<file path="config.mk">
export PLATFORM = sky130hd
export DESIGN_NAME = pccm_switch_seq
export DESIGN_NICKNAME = d
export VERILOG_FILES = /design/src/rtl/pccm_switch_seq.sv
export SDC_FILE = /design/constraint.sdc
export NUM_CORES = 1
export LEC_CHECK = 0
export ABC_AREA = 1
export BUFFER_PORTS_ARGS = -buffer_cell sky130_fd_sc_hd__buf_2
export CAP_MARGIN = 20
export CORE_ASPECT_RATIO = 0.75
export CORE_MARGIN = 2
export CORE_UTILIZATION = 50
export CTS_CLUSTER_SIZE = 10
export DETAILED_ROUTE_END_ITERATION = 7
export PLACE_DENSITY = 0.71
export REMOVE_ABC_BUFFERS = 1
export SETUP_SLACK_MARGIN = 0.4
export SYNTH_ARGS = -nofsm -noshare
export SYNTH_HDL_FRONTEND = slang
export SYNTH_SLANG_ARGS = --single-unit
</file>
<file path="constraint.sdc">
create_clock -name clk -period 2.9 [get_ports clk]
set_input_delay 0.58 -clock clk [delete_from_list [all_inputs] [get_ports clk]]
set_output_delay 0.58 -clock clk [all_outputs]
set_load 0.03 [all_outputs]
</file>
<file path="src/rtl/pccm_switch_seq.sv">
module pccm_switch_seq #(
  parameter int N_OUT       = 2,
  parameter int CNT_W       = 8,
  parameter int DEAD_TICKS  = 2,
  parameter int CYCLE_TICKS = 40
) (
  input  logic                   clk,
  input  logic                   rst_n,
  input  logic                   cycle_start,
  input  logic [N_OUT*CNT_W-1:0] phase_len,
  input  logic [N_OUT*CNT_W-1:0] charge_len,
  input  logic                   at_idc,
  output logic                   gate_main,
  output logic [N_OUT-1:0]       gate_out,
  output logic                   gate_fw,
  output logic [N_OUT-1:0]       ccm_flag
);
  localparam int IDX_W = (N_OUT > 1) ? $clog2(N_OUT) : 1;
  localparam int DW    = $clog2(DEAD_TICKS + 1);
  localparam logic [CNT_W-1:0] DEF_LEN = CNT_W'(CYCLE_TICKS / N_OUT);
  localparam logic [IDX_W-1:0] LAST    = IDX_W'(N_OUT - 1);

  typedef enum logic [2:0] {S_IDLE, S_CHG, S_DIS, S_DIN, S_FW, S_DOUT} st_t;

  st_t                    st;
  logic [IDX_W-1:0]       idx;
  logic [CNT_W-1:0]       tick;
  logic [DW-1:0]          dcnt;
  logic [N_OUT*CNT_W-1:0] plen_q, clen_q, plen_eff;
  logic [CNT_W-1:0]       cur_plen, cur_clen, fw_end;
  logic                   phase_end, chg_done, past_fw;

  for (genvar i = 0; i < N_OUT; i++) begin : g_len
    assign plen_eff[i*CNT_W +: CNT_W] =
      (phase_len[i*CNT_W +: CNT_W] == '0) ? DEF_LEN : phase_len[i*CNT_W +: CNT_W];
    assign gate_out[i] = (st == S_DIS) && (idx == IDX_W'(i));
  end

  assign cur_plen  = plen_q[idx*CNT_W +: CNT_W];
  assign cur_clen  = clen_q[idx*CNT_W +: CNT_W];
  assign fw_end    = cur_plen - CNT_W'(DEAD_TICKS + 1);
  assign phase_end = (tick == cur_plen - CNT_W'(1));
  assign chg_done  = ({1'b0, tick} + (CNT_W+1)'(1)) >= {1'b0, cur_clen};
  assign past_fw   = (tick >= fw_end);

  assign gate_main = (st == S_CHG);
  assign gate_fw   = (st == S_FW);

  always_ff @(posedge clk or negedge rst_n) begin
    if (!rst_n) begin
      st       <= S_IDLE;
      idx      <= '0;
      tick     <= '0;
      dcnt     <= '0;
      plen_q   <= '0;
      clen_q   <= '0;
      ccm_flag <= '0;
    end else if (st == S_IDLE) begin
      if (cycle_start) begin
        plen_q <= plen_eff;
        clen_q <= charge_len;
        idx    <= '0;
        tick   <= '0;
        st     <= S_CHG;
      end
    end else if (phase_end) begin
      if (st == S_DIS) ccm_flag[idx] <= 1'b1;
      tick <= '0;
      if (idx == LAST) begin
        st <= S_IDLE;
      end else begin
        idx <= idx + 1'b1;
        st  <= S_CHG;
      end
    end else begin
      tick <= tick + 1'b1;
      case (st)
        S_CHG: if (chg_done) st <= S_DIS;
        S_DIS: if (at_idc) begin
          dcnt <= '0;
          st   <= past_fw ? S_DOUT : S_DIN;
        end
        S_DIN: begin
          if (past_fw) st <= S_DOUT;
          else if (dcnt == DW'(DEAD_TICKS - 1)) st <= S_FW;
          else dcnt <= dcnt + 1'b1;
        end
        S_FW: if (past_fw) st <= S_DOUT;
        default: ;
      endcase
    end
  end

  logic [N_OUT+1:0] gv;
  assign gv = {gate_main, gate_out, gate_fw};

  AST_ONE_GATE: assert property (@(posedge clk) disable iff (!rst_n) $onehot0(gv));
  AST_DEAD_BEFORE_FW: assert property (@(posedge clk) disable iff (!rst_n)
    $rose(gate_fw) |-> $past(gv) == '0);
  AST_DEAD_AFTER_FW: assert property (@(posedge clk) disable iff (!rst_n)
    $fell(gate_fw) |-> gv == '0);
  AST_DIS_AFTER_CHG: assert property (@(posedge clk) disable iff (!rst_n)
    $rose(|gate_out) |-> $past(gate_main));

  for (genvar i = 0; i < N_OUT; i++) begin : g_chk
    AST_CCM_STICKY: assert property (@(posedge clk) disable iff (!rst_n)
      ccm_flag[i] |=> ccm_flag[i]);
  end
endmodule

</file>
==> flow_summary.yaml <==
sta:
  timing.hold.ws_ps: 227
  timing.fmax_mhz: 376
  setup_slack_ps: 238
  relSlewSlack_pct: 65.2
  setup-tns-final_ps: 0
  slew_viol_final: 0
  worst_pin_slew_ps: 521
  rsz0062_at_grt: "yes"
  finalHoldViolCount: 0
  setup_viol: 0
  skew_ps: 7.42
  fin_crit_sh_pct: 91.8
  period_minus_slack_ps: 2660
power_and_ir_drop:
  power.total_mw: 5.04
  power.leakage_nw: 2.10
  peakVddDrop_uv: 616
  p_per_area_mw_per_mm2: 1260
logic_synthesis:
  post-synth-top-count-cell: "nand2_1"
  synth_area_leaders: "dfrtp_1 37%, nand2_1 11%, ha_1 7.8%"
  async_reset_ff_share_pct: 100
  yosysSeqAreaShare_pct: 37.3
  synth.avg_cell_area_um2: 8.15
  yosysTopAreaCell: "dfrtp_1"
  synth_seq_cells: 48
  synthCells: 395
  synthFlopType: "dfrtp_1"
  ys_top_cells_by_count: "94 x nand2_1, 49 x inv_1, 48 x dfrtp_1"
  netlist_area_mm2: 0.00322
  synth_edf_count: 0
  yosys_warnings: 0
  synth_cell_types: 34
  synth_top_area_share_pct: 37.3
routing:
  final_antenna_net_count: 0
  routed-via-count: 2876
  viasPerCell: 5.34
  dr.pass1.iters: 5
  drc: 0
  drt-total-wl_um: 7910
  drt_iter0_markers: 167
  routedWlPerCell_um: 14.7
clocking:
  cts_root_buf: "clkbuf_8"
  cts_tree: "built"
  clk_latency_ps: 310
  clockBufferDepth: 2
  path_clk_slew_ps: 90
  cts_buffers: 5
  cts.sinks: 48
  h-tree-depth: 2
global_routing:
  gr-total-overflow: 0
  first_global_vias: 2660
  grt_pass1_wl_um: 12500
  antenna_found_initial: 0
  gr-usage-all-layers_pct: 22.2
  grt_max_degree: 37
finish:
  stdcell_count: 539
  antenna_cells: 0
  post-route-util_pct: 64.0
  design_area_mm2: 0.00400
  syn2layout_area_growth_pct: 24.3
  drive_gt1_share_pct: 33.8
  nets: 513
floorplan:
  io_pins: 42
  start_util_pct: 51.5
  die_w_um: 96.7
  die_h_um: 73.5
  num_rows: 25
  core_region_area_mm2: 0.00626
  dieArea_mm2: 0.00710
setup_path:
  cp-end-kind: "register"
  critPathMaxFanout: 6
  cp.required_ps: 3110
  reg2reg_to: "st[1]"
  crit_arrival_ps: 2870
  critPathLaunchType: "register"
  r2r_setup_slack_ps: 240
  path_class: "register to register"
  reg2reg_from: "idx"
  reg2regPathDepth: 18
worst_hold_path:
  hold_class: "input pin to async pin"
placement:
  gp_congestion: 0.981
  postPlaceCellArea_mm2: 0.00353
  post-place-ws_ps: 68.2
  dpl.cell_count: 517
  portBuffers: 41
  hpwl_um: 5730
job:
  drv_cap: 0
outcome:
  status: "complete, no violations"
power by group:
part | switching [mW] | total, mW | internal (mW) | leakage, nW
Combinational | 1.92 | 3.30 | 1.37 | 1.45
Clock | 0.241 | 0.523 | 0.282 | 0.0614
Sequential | 0.248 | 1.22 | 0.967 | 0.592
Total | 2.41 | 5.04 | 2.62 | 2.10
critical path: stages, from the launching register on:
cell and delay, ps:
dfrtp_1 420, buf_6 160, buf_12 140, nand2_4 60, buf_4 120, nand2_2 70
nor2_1 210, nand2_1 100, xor2_1 190, ha_2 310, nand2_2 80, o21a_1 130
nand3_2 100, o21ai_2 120, inv_1 60, nand2_2 110, nand2_4 70, nand3_2 60
nand2_1 50
how the worst max path moves through the flow:
stage	start	endpoint	slack (ps)	depth (start not counted)
finish	idx	st[1]	240	18
detailed placement	idx	st[1]	70	19
global route	idx	st[0]	110	19
global placement	idx	st[2]	200	18
floorplan	idx	st[1]	-270	17
CTS	idx	st[0]	320	19
area by class of cell:
class	instances	area, µm²
multi-input cells	285	1950
flip-flops and latches	48	1200
well taps	81	101
repair buffers	63	415
clock buffers	6	82.6
clock inverters	2	38.8
fillers	527	2250
inverters	54	208
layout by cell type, fill, tap and decap left out, types with 7 or more instances in the layout:
cell | synthesis | final
nand2_4 | 8 | 16
a21oi_1 | 14 | 13
nand2_1 | 94 | 82
ha_1 | 20 | 16
xor2_1 | 11 | 10
nor2_1 | 26 | 24
buf_2 | 3 | 41
mux2_2 | 18 | 18
nand3_1 | 21 | 18
inv_1 | 49 | 46
nand2_2 | 14 | 16
mux2i_1 | 7 | 7
buf_4 | 0 | 17
o21ai_0 | 17 | 15
dfrtp_1 | 48 | 48
what timing repair did:
item / CTS / global route
buffers inserted: 10 / 4
hold buffers: 0 / 0
gates resized for setup: 24 / 31
endpoints found under the setup margin: 11 / 16
pin swaps: 16 / 17
routing by layer:
metal  routed length [µm]  vias up  GRT usage [%]
li1                     -     1401              -
met1                 3560     1339           30.7
met2                 3630      112           35.9
met3                  467       24           3.04
met4                  249        0           8.76
met5                    0        -              0
logic make-up after synthesis:
group                    synth area share, %
buffers and inverters                   8.32
flip-flops                              37.3
AO/OA/AOI/OAI                           7.23
adder cells (fa/ha/maj)                 7.77
AND/OR/NAND/NOR                         27.9
XOR/XNOR                                2.99
multiplexers                            8.47
sequential cells by signal, summed over array words and instances (netlist names):
register	flops
clen_q	16
tick	8
st	3
dcnt	2
plen_q	16
ccm_flag	2
idx	1
Power figures use the tool's default switching activity.
